**src/rtl/pwm_pkg.sv**
```systemverilog
// Shared definitions for the dual PWM generator.
// Assumes byte-wide buffer registers on a two-bit address.
package pwm_pkg;
    typedef enum logic [1:0] {
        MODE_SPLIT     = 2'd0,
        MODE_PRESC     = 2'd1,
        MODE_WIDE      = 2'd2,
        MODE_SPLIT_ALT = 2'd3
    } pwm_mode_e;

    localparam logic [1:0] ADDR_CYC0  = 2'd0;
    localparam logic [1:0] ADDR_CYC1  = 2'd1;
    localparam logic [1:0] ADDR_DUTY0 = 2'd2;
    localparam logic [1:0] ADDR_DUTY1 = 2'd3;
endpackage

```
**src/rtl/pwm_cfg_regs.sv**
```systemverilog
// Buffer registers for cycle and duty of both channels.
// Assumes writes are single-cycle strobes; reset values follow R1.
module pwm_cfg_regs
    import pwm_pkg::*;
#(
    parameter int W = 8
) (
    input  logic         clk,
    input  logic         rst_n,
    input  logic         wr_en,
    input  logic [1:0]   wr_addr,
    input  logic [W-1:0] wr_data,
    output logic [W-1:0] cyc0,
    output logic [W-1:0] cyc1,
    output logic [W-1:0] duty0,
    output logic [W-1:0] duty1
);
    // Capture the addressed byte; cycles reset to all ones, duties to zero.
    always_ff @(posedge clk) begin
        if (!rst_n) begin
            cyc0  <= '1;
            cyc1  <= '1;
            duty0 <= '0;
            duty1 <= '0;
        end else if (wr_en) begin
            case (wr_addr)
                ADDR_CYC0:  cyc0  <= wr_data;
                ADDR_CYC1:  cyc1  <= wr_data;
                ADDR_DUTY0: duty0 <= wr_data;
                default:    duty1 <= wr_data;
            endcase
        end
    end
endmodule

```
**src/rtl/pwm_counter.sv**
```systemverilog
// One down-counting pulse generator of width W.
// Loads cycle and duty from its buffers on start and on every wrap.
// Counts only when tick is high. Cycle values below 2 run as 2.
module pwm_counter #(
    parameter int W = 8
) (
    input  logic         clk,
    input  logic         rst_n,
    input  logic         run,
    input  logic         tick,
    input  logic [W-1:0] cycle,
    input  logic [W-1:0] duty,
    output logic         expire,
    output logic         out
);
    logic [W-1:0] cnt_q;
    logic [W-1:0] duty_q;
    logic         active_q;
    logic [W-1:0] eff_cycle;

    // Clamp illegal short cycles to the shortest legal one.
    always_comb eff_cycle = (cycle < W'(2)) ? W'(2) : cycle;

    // Start, count down and reload at the wrap.
    always_ff @(posedge clk) begin
        if (!rst_n) begin
            cnt_q    <= '0;
            duty_q   <= '0;
            active_q <= 1'b0;
        end else if (!run) begin
            cnt_q    <= '0;
            active_q <= 1'b0;
        end else if (!active_q) begin
            active_q <= 1'b1;
            cnt_q    <= eff_cycle - W'(1);
            duty_q   <= duty;
        end else if (tick) begin
            if (cnt_q == '0) begin
                cnt_q  <= eff_cycle - W'(1);
                duty_q <= duty;
            end else begin
                cnt_q <= cnt_q - W'(1);
            end
        end
    end

    // Wrap marker and waveform.
    always_comb begin
        expire = active_q && tick && (cnt_q == '0);
        out    = active_q && (cnt_q < duty_q);
    end
endmodule

```
**src/rtl/pwm_dual_gen.sv**
```systemverilog
// Dual 8/16-bit PWM generator top.
// Routes buffers, run bits and ticks to two byte counters and one wide counter.
// Assumes the mode changes only while both run bits are low.
module pwm_dual_gen
    import pwm_pkg::*;
#(
    parameter int CH_W = 8
) (
    input  logic            clk,
    input  logic            rst_n,
    input  logic            wr_en,
    input  logic [1:0]      wr_addr,
    input  logic [CH_W-1:0] wr_data,
    input  logic [1:0]      mode,
    input  logic [1:0]      run,
    output logic [1:0]      pwm_out
);
    localparam int WIDE_W = 2 * CH_W;

    pwm_mode_e       mode_e;
    logic [CH_W-1:0] cyc0, cyc1, duty0, duty1;
    logic            expire0, expire1, expire_w;
    logic            out0, out1, out_w;
    logic            run0, run1, run_w, tick1;
    logic            is_wide;

    // Decode the mode and steer the run enables and ch1 tick.
    always_comb begin
        mode_e  = pwm_mode_e'(mode);
        is_wide = (mode_e == MODE_WIDE);
        run0    = run[0] && !is_wide;
        run1    = run[1] && !is_wide;
        run_w   = run[0] && is_wide;
        tick1   = (mode_e == MODE_PRESC) ? expire0 : 1'b1;
    end

    pwm_cfg_regs #(.W(CH_W)) u_regs (
        .clk(clk), .rst_n(rst_n), .wr_en(wr_en), .wr_addr(wr_addr),
        .wr_data(wr_data), .cyc0(cyc0), .cyc1(cyc1), .duty0(duty0), .duty1(duty1)
    );

    pwm_counter #(.W(CH_W)) u_ch0 (
        .clk(clk), .rst_n(rst_n), .run(run0), .tick(1'b1),
        .cycle(cyc0), .duty(duty0), .expire(expire0), .out(out0)
    );

    pwm_counter #(.W(CH_W)) u_ch1 (
        .clk(clk), .rst_n(rst_n), .run(run1), .tick(tick1),
        .cycle(cyc1), .duty(duty1), .expire(expire1), .out(out1)
    );

    pwm_counter #(.W(WIDE_W)) u_wide (
        .clk(clk), .rst_n(rst_n), .run(run_w), .tick(1'b1),
        .cycle({cyc1, cyc0}), .duty({duty1, duty0}), .expire(expire_w), .out(out_w)
    );

    // Select the waveform for each output pin.
    always_comb begin
        pwm_out[0] = is_wide ? out_w : out0;
        pwm_out[1] = is_wide ? 1'b0 : out1;
    end
endmodule

```
**config.mk**
```make
export PLATFORM = sky130hd
export DESIGN_NAME = pwm_dual_gen
export DESIGN_NICKNAME = d
export VERILOG_FILES = /design/src/rtl/pwm_pkg.sv /design/src/rtl/pwm_cfg_regs.sv /design/src/rtl/pwm_counter.sv /design/src/rtl/pwm_dual_gen.sv
export SDC_FILE = /design/constraint.sdc
export NUM_CORES = 1
export LEC_CHECK = 0
export ABC_AREA = 1
export BUFFER_PORTS_ARGS = -buffer_cell sky130_fd_sc_hd__buf_2
export CAP_MARGIN = 20
export CORE_MARGIN = 8
export CORE_UTILIZATION = 23
export CTS_CLUSTER_DIAMETER = 30
export CTS_CLUSTER_SIZE = 14
export DETAILED_ROUTE_END_ITERATION = 12
export GPL_TIMING_DRIVEN = 0
export PLACE_DENSITY_LB_ADDON = 0.25
export SLEW_MARGIN = 20
export SYNTH_ARGS = -nofsm -noshare
export SYNTH_HDL_FRONTEND = slang
export SYNTH_SLANG_ARGS = --single-unit
```
**constraint.sdc**
```tcl
create_clock -name clk -period 3.2 [get_ports clk]
set_input_delay 0.96 -clock clk [delete_from_list [all_inputs] [get_ports clk]]
set_output_delay 0.96 -clock clk [all_outputs]
set_load 0.05 [all_outputs]
```
==> qor.yml <==
synth_fp_nets: 824
grt_overflow: 0
tritoncts: "done"
ys_seq_area_frac: 0.344
drv_slew: 0
crit_arrival_ps: 2120
crit_chain: "ha_1 -> a21oi_1 -> o21ai_0 -> a21oi_1 -> nand3_2 -> o21ai_2 -> buf_6"
core_area_sq_um: 24900
hold_viol_final: 0
yosys.area_share.simple: 0.221
peakVddDrop_mv: 0.225
r2r_slack_ps: 1290
critPathSlowestCell: "dfxtp_1"
clk_pin_slew_ps: 80
synth_top_cell_by_area: "dfxtp_1"
layout.core_utilization: 0.265
rr_endpoint: "u_wide.duty_q[10]"
path_depth: 7
cts_hold_buf: 0
switchingPower_uw: 904
setup_tns_ps: 0
ioPinCount: 19
synth-main-ff-cell: "dfxtp_1"
crit_required_ps: 2240
grt_pass1_wl_mm: 26.8
worst_slew_pin_slew_ps: 757
syn-mean-instance-area_sq_um: 7.48
power.internal_mw: 2.14
setup_violations: 0
finClkSkew_ps: 10.9
wl_met1_mm: 8.24
dp_hpwl_mm: 13.0
dr.max_layer_used: "met4"
holdPathStages: 1
vias: 4983
min_period_ps: 3080
synth_top_family_by_area: "simple AND/OR/NAND/NOR gates"
wl_per_cell_microns: 14.5
grt_max_degree: 18
max_stage_delay_ps: 490
drive_gt1_frac: 0.146
start_util: 0.231
worstHoldStart: "u_ch0.cnt_q[0]"
nNetsFinal: 853
insertion_delay_ps: 360
dieHeight_microns: 174
synth.most_common_cell: "nand2_1"
p_comb_frac: 0.163
period_share: 0.963
track_usage: 0.112
first_global_vias: 4837
drtIter0Drc: 306
drc: 0
r2r-start: "u_wide.cnt_q[0]"
slew_headroom: 0.492
holdPathEnd: "u_ch0.cnt_q[0]"
power_mw: 3.04
first_pass_iters: 5
root_buffer: "clkbuf_16"
p_per_area_nw_per_um2: 461
synth_edf_count: 0
drv_cap: 0
critical_path_class: "reg2out"
place_congestion: 0.822
synthAdderAreaFrac: 0.0804
cts_sinks: 99
worstPathMaxFanout: 7
power.leakage_nw: 2.87
yosys-mux-area-fraction: 0
numCtsBuffers: 9
synth.area.top_cells: "dfxtp_1, ha_1, nand2_1"
hp-class: "reg2reg"
timing.fmax_mhz: 324
rsz0062_at_grt: "false"
synth-xor-area-share: 0.0289
path_delay_family: "compound AO/OA/AOI/OAI gates"
synth_top_area_frac: 0.344
port_buffers: 18
vias_per_cell: 4.39
status: "finished clean"
fill_cells: 2743
syn_inst: 770
cp-end-kind: "output pin"
cp.buffers_inverters: 1
synth_area_sq_um: 5760
multiInputGateArea_sq_um: 3180
synth_warnings: 0
clockBufferDepth: 2
synth-seq-cells: 99
wirelength_mm: 16.5
insertedDiodeCount: 0
routed-wl-met3_microns: 565
htreeDepth: 3
switching_share: 0.297
die_w_microns: 174
syn_to_final_growth_pct: 14.7
ys_types: 44
antenna_found_initial: 0
startpoint_type: "flop"
ff2ff_path_depth: 12
met2_length_mm: 7.35
synth_compound_area_frac: 0.220
rows: 58
yosys-top-cells-count: "nand2_1, inv_1, dfxtp_1, a21oi_1, o21ai_0"
cp_common_cell: "a21oi_1"
ys_async_sr_fraction: 0
dieArea_sq_um: 30400
p_clk_frac: 0.391
ant_nets: 0
seqCellArea_sq_um: 1980
power_frac_seq: 0.445
==> how the worst max path moves through the flow <==
stage | slack [ps] | endpoint | start
global placement | -90 | pwm_out[0] | mode[0]
global route | 20 | pwm_out[0] | u_wide.duty_q[13]
floorplan | 200 | pwm_out[0] | mode[0]
detailed placement | -90 | pwm_out[0] | mode[0]
finish | 120 | pwm_out[0] | u_wide.cnt_q[9]
CTS | 0.3 | pwm_out[0] | mode[0]
==> state kept, by name (all words and copies together), names as in the netlist, 8 cells and up <==
name and count:
u_ch1.duty_q 8, u_regs.cyc0 8, u_regs.duty1 8, u_regs.cyc1 8, u_wide.cnt_q 16, u_ch0.duty_q 8, u_wide.duty_q 16, u_ch1.cnt_q 8
u_regs.duty0 8, u_ch0.cnt_q 8
==> timing repair <==
item / in CTS / in global routing
gates resized for setup: 3 / 6
buffers inserted: 0 / 0
pin swaps: 0 / 1
setup endpoints to repair: 2 / 2
endpoints found under the hold margin: 0 / 0
==> power by group through the flow <==
stage          Clock (mW)  Combinational, mW  Sequential [mW]
3_5_place_dp            0              0.491             1.38
4_1_cts              1.23              0.496             1.36
3_3_place_gp            0              0.489             1.38
5_1_grt              1.28              0.570             1.36
6_report             1.19              0.497             1.36
2_1_floorplan           0              0.364             1.37
==> routing by layer <==
| layer | track usage | vias to the layer above |
|---|---|---|
| met5 | 0 | - |
| met4 | 0.0349 | 0 |
| met3 | 0.0243 | 14 |
| met2 | 0.175 | 73 |
| met1 | 0.152 | 2270 |
| li1 | - | 2626 |
==> through the flow <==
| step | hold WS (ps) | cell area, sq um | std cells | setup WS (ps) |
|---|---|---|---|---|
| global placement | 418 | 6260 | 1118 | -85.9 |
| floorplan | 405 | 5760 | 770 | 197 |
| global route | 461 | 6610 | 1134 | 20.5 |
| detailed placement | 421 | 6260 | 1118 | -89.4 |
| finish | 429 | 6610 | 1134 | 118 |
| CTS | 432 | 6590 | 1134 | 0.274 |
==> cells by family (layout without fill, tap and decap cells) <==
group | after synthesis | after routing
AOI/OAI and AO/OA | 218 | 218
and+or+nand+nor | 249 | 249
buffers and inverters | 148 | 182
adders and majority gates | 37 | 37
xor gates and xnor gates | 19 | 19
DFF | 99 | 99
==> final cells by class <==
type,instances,share of cell area
buffer,23,0.0203
clock buffer,11,0.0383
clock inverter,5,0.0102
inverter,125,0.0725
multi-input combinational,523,0.482
sequential,99,0.300
tap,330,0.0625
timing repair buffer,18,0.0146
==> cell usage in the layout (no fill, tap or decap), types with 3 or more instances in the layout <==
master / n
nand3_2: 3
a21oi_2: 12
xor2_1: 13
nand2_1: 114
o21ai_1: 15
clkbuf_1: 11
nand2_2: 6
buf_2: 22
o21a_1: 3
nor2_2: 3
nand2_4: 5
buf_6: 5
o211ai_1: 21
clkbuf_16: 9
nand3_1: 31
o21ai_0: 69
dfxtp_1: 99
nor2_1: 41
nand4_1: 13
nor2_4: 13
a21oi_1: 71
a31oi_1: 10
inv_6: 3
ha_1: 37
inv_2: 10
nor3_1: 11
buf_4: 3
inv_1: 111
o21ai_2: 9
xnor2_1: 6
No activity file was read; power rests on OpenSTA's default activity.
